`src/rtl/pcm_rx_pkg.sv`:
```
package pcm_rx_pkg;

  typedef enum logic [1:0] {
    FMT_RJ    = 2'd0,
    FMT_I2S   = 2'd1,
    FMT_DSP_A = 2'd2,
    FMT_DSP_B = 2'd3
  } frame_fmt_e;

  // Framing in force: detected DSP overrides the pin, the pin picks the variant.
  function automatic frame_fmt_e pick_fmt(input logic sel, input logic dsp);
    if (dsp) return sel ? FMT_DSP_B : FMT_DSP_A;
    return sel ? FMT_I2S : FMT_RJ;
  endfunction

  function automatic logic is_dsp(input frame_fmt_e f);
    return (f == FMT_DSP_A) || (f == FMT_DSP_B);
  endfunction

endpackage

```
`src/rtl/pcm_rx_bit_sync.sv`:
```
module pcm_rx_bit_sync #(
  parameter int STAGES = 2
) (
  input  logic clk,
  input  logic rst_n,
  input  logic sck_i,
  input  logic ws_i,
  input  logic sd_i,
  output logic tick_o,
  output logic ws_o,
  output logic sd_o
);
  logic [STAGES-1:0] sck_p, ws_p, sd_p;
  logic              sck_last;

  always_ff @(posedge clk or negedge rst_n) begin
    if (!rst_n) begin
      sck_p    <= '0;
      ws_p     <= '0;
      sd_p     <= '0;
      sck_last <= 1'b0;
    end else begin
      sck_p    <= {sck_p[STAGES-2:0], sck_i};
      ws_p     <= {ws_p[STAGES-2:0], ws_i};
      sd_p     <= {sd_p[STAGES-2:0], sd_i};
      sck_last <= sck_p[STAGES-1];
    end
  end

  assign tick_o = sck_p[STAGES-1] & ~sck_last;
  assign ws_o   = ws_p[STAGES-1];
  assign sd_o   = sd_p[STAGES-1];
endmodule

```
`src/rtl/pcm_rx_frame_timer.sv`:
```
module pcm_rx_frame_timer #(
  parameter int CNT_W    = 8,
  parameter int DSP_MAX  = 4,
  parameter int PACK_LEN = 16
) (
  input  logic             clk,
  input  logic             rst_n,
  input  logic             tick,
  input  logic             ws,
  output logic             ws_rise,
  output logic             ws_fall,
  output logic [CNT_W-1:0] phase_len,
  output logic [CNT_W-1:0] rise_idx,
  output logic             dsp_o,
  output logic             packed_o
);
  localparam logic [CNT_W-1:0] CNT_MAX = '1;
  localparam logic [CNT_W-1:0] DSP_LIM = CNT_W'(DSP_MAX);
  localparam logic [CNT_W-1:0] PACK_N  = CNT_W'(PACK_LEN);

  function automatic logic [CNT_W-1:0] sat_inc(input logic [CNT_W-1:0] v);
    return (v == CNT_MAX) ? v : v + 1'b1;
  endfunction

  logic             ws_q;
  logic [CNT_W-1:0] pos, rpos;

  assign ws_rise   = tick & ws & ~ws_q;
  assign ws_fall   = tick & ~ws & ws_q;
  // ticks in the phase ending now, counting this tick
  assign phase_len = sat_inc(pos);
  // index of this tick counted from the last wsel rise
  assign rise_idx  = ws_rise ? '0 : sat_inc(rpos);

  always_ff @(posedge clk or negedge rst_n) begin
    if (!rst_n) begin
      ws_q     <= 1'b0;
      pos      <= '0;
      rpos     <= CNT_MAX;
      dsp_o    <= 1'b0;
      packed_o <= 1'b0;
    end else if (tick) begin
      ws_q <= ws;
      pos  <= (ws_rise | ws_fall) ? '0 : phase_len;
      rpos <= rise_idx;
      if (ws_fall) dsp_o <= (phase_len <= DSP_LIM);
      if (ws_rise | ws_fall) packed_o <= (phase_len == PACK_N);
    end
  end
endmodule

```
`src/rtl/pcm_rx_word_capture.sv`:
```
module pcm_rx_word_capture
  import pcm_rx_pkg::*;
#(
  parameter int SAMPLE_W = 24,
  parameter int RJ_W     = 16,
  parameter int PACK_LEN = 16,
  parameter int CNT_W    = 8
) (
  input  logic                clk,
  input  logic                rst_n,
  input  logic                tick,
  input  logic                sd,
  input  logic                ws_rise,
  input  logic                ws_fall,
  input  logic [CNT_W-1:0]    phase_len,
  input  logic [CNT_W-1:0]    rise_idx,
  input  frame_fmt_e          fmt,
  input  logic                packed_on,
  output logic [SAMPLE_W-1:0] left_o,
  output logic [SAMPLE_W-1:0] right_o,
  output logic                valid_o
);
  localparam int SR_W = 2 * SAMPLE_W;
  localparam logic [CNT_W-1:0] LAST_A = CNT_W'(SR_W);
  localparam logic [CNT_W-1:0] LAST_B = CNT_W'(SR_W - 1);
  localparam logic [CNT_W-1:0] WL_FULL = CNT_W'(SAMPLE_W);
  localparam logic [CNT_W-1:0] WL_PACK = CNT_W'(PACK_LEN);

  // move an n-bit word held in the low bits up to the MSB end
  function automatic logic [SAMPLE_W-1:0] msb_align(input logic [SAMPLE_W-1:0] bits, input int unsigned n);
    return bits << (SAMPLE_W - n);
  endfunction

  logic [SR_W-1:0]     sr, sr_nx;
  logic [SAMPLE_W-1:0] hold_l, i2s_word, rj_word;
  logic [CNT_W-1:0]    i2s_wl, dsp_last;
  logic                shift_en;

  assign i2s_wl   = packed_on ? WL_PACK : WL_FULL;
  assign shift_en = (fmt != FMT_I2S) || (phase_len <= i2s_wl);
  assign sr_nx    = shift_en ? {sr[SR_W-2:0], sd} : sr;
  assign i2s_word = packed_on ? msb_align(sr_nx[SAMPLE_W-1:0], PACK_LEN) : sr_nx[SAMPLE_W-1:0];
  assign rj_word  = msb_align(sr[SAMPLE_W-1:0], RJ_W);
  assign dsp_last = (fmt == FMT_DSP_A) ? LAST_A : LAST_B;

  always_ff @(posedge clk or negedge rst_n) begin
    if (!rst_n) begin
      sr      <= '0;
      hold_l  <= '0;
      left_o  <= '0;
      right_o <= '0;
      valid_o <= 1'b0;
    end else begin
      valid_o <= 1'b0;
      if (tick) begin
        sr <= sr_nx;
        unique case (fmt)
          FMT_I2S: begin
            if (ws_rise) hold_l <= i2s_word;
            if (ws_fall) begin
              left_o  <= hold_l;
              right_o <= i2s_word;
              valid_o <= 1'b1;
            end
          end
          FMT_RJ: begin
            if (ws_fall) hold_l <= rj_word;
            if (ws_rise) begin
              left_o  <= hold_l;
              right_o <= rj_word;
              valid_o <= 1'b1;
            end
          end
          default: begin
            if (is_dsp(fmt) && rise_idx == dsp_last) begin
              left_o  <= sr_nx[SR_W-1:SAMPLE_W];
              right_o <= sr_nx[SAMPLE_W-1:0];
              valid_o <= 1'b1;
            end
          end
        endcase
      end
    end
  end
endmodule

```
`src/rtl/pcm_serial_rx.sv`:
```
module pcm_serial_rx
  import pcm_rx_pkg::*;
#(
  parameter int SAMPLE_W    = 24,
  parameter int RJ_W        = 16,
  parameter int PACK_LEN    = 16,
  parameter int DSP_MAX     = 4,
  parameter int CNT_W       = 8,
  parameter int SYNC_STAGES = 2
) (
  input  logic                clk,
  input  logic                rst_n,
  input  logic                sck_i,
  input  logic                wsel_i,
  input  logic                sdata_i,
  input  logic                fmt_sel_i,
  output logic [SAMPLE_W-1:0] left_o,
  output logic [SAMPLE_W-1:0] right_o,
  output logic                pair_valid_o,
  output logic                dsp_mode_o,
  output logic                packed_mode_o
);
  logic             bit_tick, ws_s, sd_s;
  logic             ws_rise, ws_fall;
  logic [CNT_W-1:0] phase_len, rise_idx;
  frame_fmt_e       cur_fmt;

  pcm_rx_bit_sync #(.STAGES(SYNC_STAGES)) u_sync (
    .clk(clk), .rst_n(rst_n), .sck_i(sck_i), .ws_i(wsel_i), .sd_i(sdata_i),
    .tick_o(bit_tick), .ws_o(ws_s), .sd_o(sd_s)
  );

  pcm_rx_frame_timer #(.CNT_W(CNT_W), .DSP_MAX(DSP_MAX), .PACK_LEN(PACK_LEN)) u_timer (
    .clk(clk), .rst_n(rst_n), .tick(bit_tick), .ws(ws_s),
    .ws_rise(ws_rise), .ws_fall(ws_fall), .phase_len(phase_len), .rise_idx(rise_idx),
    .dsp_o(dsp_mode_o), .packed_o(packed_mode_o)
  );

  assign cur_fmt = pick_fmt(fmt_sel_i, dsp_mode_o);

  pcm_rx_word_capture #(.SAMPLE_W(SAMPLE_W), .RJ_W(RJ_W), .PACK_LEN(PACK_LEN), .CNT_W(CNT_W)) u_cap (
    .clk(clk), .rst_n(rst_n), .tick(bit_tick), .sd(sd_s),
    .ws_rise(ws_rise), .ws_fall(ws_fall), .phase_len(phase_len), .rise_idx(rise_idx),
    .fmt(cur_fmt), .packed_on(packed_mode_o),
    .left_o(left_o), .right_o(right_o), .valid_o(pair_valid_o)
  );
endmodule

```
`config.mk`:
```
export PLATFORM = sky130hd
export DESIGN_NAME = pcm_serial_rx
export DESIGN_NICKNAME = d
export VERILOG_FILES = /design/src/rtl/pcm_rx_pkg.sv /design/src/rtl/pcm_rx_bit_sync.sv /design/src/rtl/pcm_rx_frame_timer.sv /design/src/rtl/pcm_rx_word_capture.sv /design/src/rtl/pcm_serial_rx.sv
export SDC_FILE = /design/constraint.sdc
export NUM_CORES = 1
export LEC_CHECK = 0
export BUFFER_PORTS_ARGS = -buffer_cell sky130_fd_sc_hd__buf_2
export CORE_UTILIZATION = 37
export CTS_CLUSTER_DIAMETER = 30
export DETAILED_ROUTE_END_ITERATION = 12
export PLACE_DENSITY_LB_ADDON = 0.1
export SYNTH_ARGS = -nofsm -noshare
export SYNTH_HDL_FRONTEND = slang
export SYNTH_SLANG_ARGS = --single-unit
```
`constraint.sdc`:
```
create_clock -name clk -period 3.3 [get_ports clk]
set_clock_uncertainty 0.1 [all_clocks]
set_input_delay 0.33 -clock clk [delete_from_list [all_inputs] [get_ports clk]]
set_output_delay 0.33 -clock clk [all_outputs]
set_load 0.1 [all_outputs]
```
==> metrics.md <==
| Metric | Value |
|---|---|
| Status | `completed` |
| Post-synth ARST share | `100%` |
| RSZ-0062 raised after global routing | `true` |
| Share of layout cells above drive strength 1 | `29.9%` |
| 1st-iter DRT viols | `383` |
| Cells after DPL | `976` |
| Critical Path AT | `3.42 ns` |
| Setup Crit Path Kind | `flip-flop to flip-flop` |
| Clock Tree Root | `clkbuf_16` |
| Fillers | `1872` |
| Area of the multi-input gates | `3370 um2` |
| # setup viols final | `0` |
| CP endpoint kind | `flip-flop` |
| Tcrit/Tclk final | `97.0%` |
| Die Ht | `142 um` |
| Die area | `20200 um2` |
| Final critical-path required period | `3.20 ns` |
| Cell taking the most area after synthesis | `dfrtp_1` |
| Port Buffers | `56` |
| Synth top area share | `47.5%` |
| XOR/XNOR Fraction of Synth Area | `0.361%` |
| Total Routing Usage GR | `20.9%` |
| Vias in the first global route | `5777` |
| Count of different cell masters after synthesis | `66` |
| Initial antenna violation count | `0` |
| Cell with the most instances after synthesis | `dfrtp_1` |
| Finished Core Util | `45.7%` |
| Max IR drop VDD | `628 uV` |
| Top Ports | `57` |
| Core region area | `19000 um2` |
| Initial Util | `38.3%` |
| Dominant cells by area after synthesis | `dfrtp_1 (47%), mux2_2 (7.1%), mux2i_1 (4.7%)` |
| Total grt overflow | `0` |
| Worst slew margin | `45.1%` |
| Crit path max fanout | `8` |
| Final wirelength | `20.1 mm` |
| Gpl congestion | `0.829` |
| CP Data Required Time | `3.52 ns` |
| CTS H-tree depth | `4` |
| Top delay family on crit path | `simple AND/OR/NAND/NOR gates` |
| CTS clock-pin slew for the worst setup and hold paths | `0.06 ns` |
| Finished Layout Cells | `1018` |
| TritonCTS clock tree | `built` |
| Main combinational cell family by area after synthesis | `compound AO/OA/AOI/OAI gates` |
| Pin count of the biggest net entering global routing | `83` |
| First-pass GRT wire length | `32.0 mm` |
| Post-synthesis compound-gate area fraction | `19.2%` |
| Post-synthesis simple-gate area fraction | `9.97%` |
| Post-synthesis adder-cell area fraction | `0.516%` |
| Main synth FF type | `dfrtp_1` |
| Cell Pwr Density | `1020 nW/um2` |
| Mapped Area | `7280 um2` |
| Delay of the slowest cell on the worst path | `0.52 ns` |
| Number of synthesized register bits | `146` |
| Multiplexer area fraction after synthesis | `15.5%` |
| Fmax | `312 MHz` |
| Synth cell count leaders | `dfrtp_1 (138), o21ai_0 (56), nand2_1 (51)` |
| CTS Sinks | `146` |
| Tightest Hold Check Type | `flip-flop to flip-flop` |
| Max Slew Vio Count | `0` |
| Sequential share of the synthesized area | `50.3%` |
| Post-DP HPWL | `13.1 mm` |
| Ys Warns | `0` |
| Drt pass-1 iters | `6` |
| Vias | `5740` |
| Synth Instances | `673` |
| Leakage power | `3.87 nW` |
| Width of the die | `142 um` |
| Rows | `50` |
| CP bufs+invs | `1` |
| CP startpoint kind | `flip-flop` |
| Area Growth Syn to Fin | `19.4%` |
| Slowest CP cell | `or4_4` |
| Nets | `754` |
| Reg area | `3670 um2` |
| Final hold viol count | `0` |
| Wire per inst | `19.7 um` |
| Total CTS buffers | `17` |
| Via-to-Cell Ratio | `5.64` |
| Syn Nets | `682` |
| ANT nets after route | `0` |
| Worst slew pin tran | `0.818 ns` |
| Syn avg cell area | `10.8 um2` |
| R2R setup slack | `0.1 ns` |
| DRC viols | `0` |
| Clock Tree Buf Depth | `2` |
| Post-synth EDFFs | `0` |
| Clock Latency Late Sink | `0.43 ns` |
| Antenna cells | `0` |
| MaxCap Viol Count | `0` |
| CP Cell Sequence | `ha_2, and3_1, nand2_1, nand4_1, xor2_2, ha_1, or4_4, o22a_4, buf_4, mux4_2, o221a_2` |
logic make-up (layout without fill, tap and decap cells):
family | after synthesis | in the layout
buf+inv | 62 | 146
fa+ha+maj | 3 | 3
simple gates | 148 | 148
xor+xnor | 3 | 3
mux | 94 | 94
flops | 146 | 146
compound gates | 217 | 218
worst reg2reg max path, stage by stage (launching register included):
cell and delay, ns:
dfrtp_1 0.39, ha_2 0.18, and3_1 0.15, nand2_1 0.08
nand4_1 0.14, xor2_2 0.22, ha_1 0.18, or4_4 0.52
o22a_4 0.27, buf_4 0.16, mux4_2 0.43, o221a_2 0.26
per-layer routing:
| layer | vias to the layer above | wire length (um) | GRT usage (%) | part of all wire (%) |
|---|---|---|---|---|
| met1 | 2895 | 9340 | 28.4 | 47 |
| met5 | - | 0 | 0 | 0 |
| met4 | 0 | 310 | 7.13 | 1.5 |
| li1 | 2659 | - | - | - |
| met3 | 24 | 791 | 3.57 | 3.9 |
| met2 | 162 | 9640 | 33.6 | 48 |
metrics by stage:
stage	setup TNS [ns]	total power, mW	area, um2	worst slack (ns)	hold WS [ns]
4_1_cts	0	8.90	8600	0.00695	0.249
3_3_place_gp	0	6.85	7960	0.0769	0.235
3_5_place_dp	0	6.90	7960	0.0280	0.235
6_report	0	8.84	8690	0.0996	0.248
5_1_grt	-0.0366	9.27	8690	-0.0146	0.266
2_1_floorplan	0	5.98	7280	0.00564	-0.0656
sequential cells by signal, summed over array words and instances (netlist names):
register          count
u_cap.hold_l         24
u_cap.left_o         24
u_cap.right_o        24
u_cap.sr             47
u_cap.valid_o         1
u_sync.sck_last       1
u_sync.sck_p          2
u_sync.sd_p           2
u_sync.ws_p           2
u_timer.dsp_o         1
u_timer.packed_o      1
u_timer.pos           8
u_timer.rpos          8
u_timer.ws_q          1
power by group:
group          total, mW  switching, mW  internal [mW]
Sequential          3.04          0.635           2.40
Combinational       3.83           2.92          0.908
Clock               1.98          0.839           1.14
Total               8.84           4.39           4.45
layout by cell type, fill, tap and decap left out, types with 8 or more instances in the layout:
cell,count
a21oi_1,46
a22oi_1,10
a31oi_1,8
buf_2,55
buf_4,38
clkbuf_16,17
dfrtp_1,136
dfstp_2,8
inv_1,9
mux2_2,46
mux2i_1,34
mux4_2,10
nand2_1,51
nand3_1,8
nor2_1,43
o21ai_0,56
o21ai_1,25
o31ai_1,19
timing repair:
action                     4_1_cts  5_1_grt
setup buffers                    0        5
gates resized for setup          0        8
setup endpoints to repair        0       72
hold buffers                     4        0
hold endpoints to repair        76        0
area by class of cell:
type,count,share of cell area [%]
Sequential cell,146,42.2
Multi-Input combinational cell,466,38.8
Timing Repair Buffer,102,7.86
Clock buffer,17,4.90
Tap cell,260,3.74
Clock inverter,15,1.94
Inverter,12,0.518
final timing paths:
path | from | endpoint | cells after the start
min in group asynchronous | rst_n | u_cap.right_o[7] | 2
min reg2reg | u_sync.sck_p[0] | u_sync.sck_p[1] | 0
max | u_timer.pos[1] | u_cap.right_o[12] | 11
max in group asynchronous | rst_n | u_cap.left_o[16] | 4
max reg2reg | u_timer.pos[1] | u_cap.right_o[12] | 11
min | u_sync.sck_p[0] | u_sync.sck_p[1] | 0
Power figures use the tool's default switching activity.
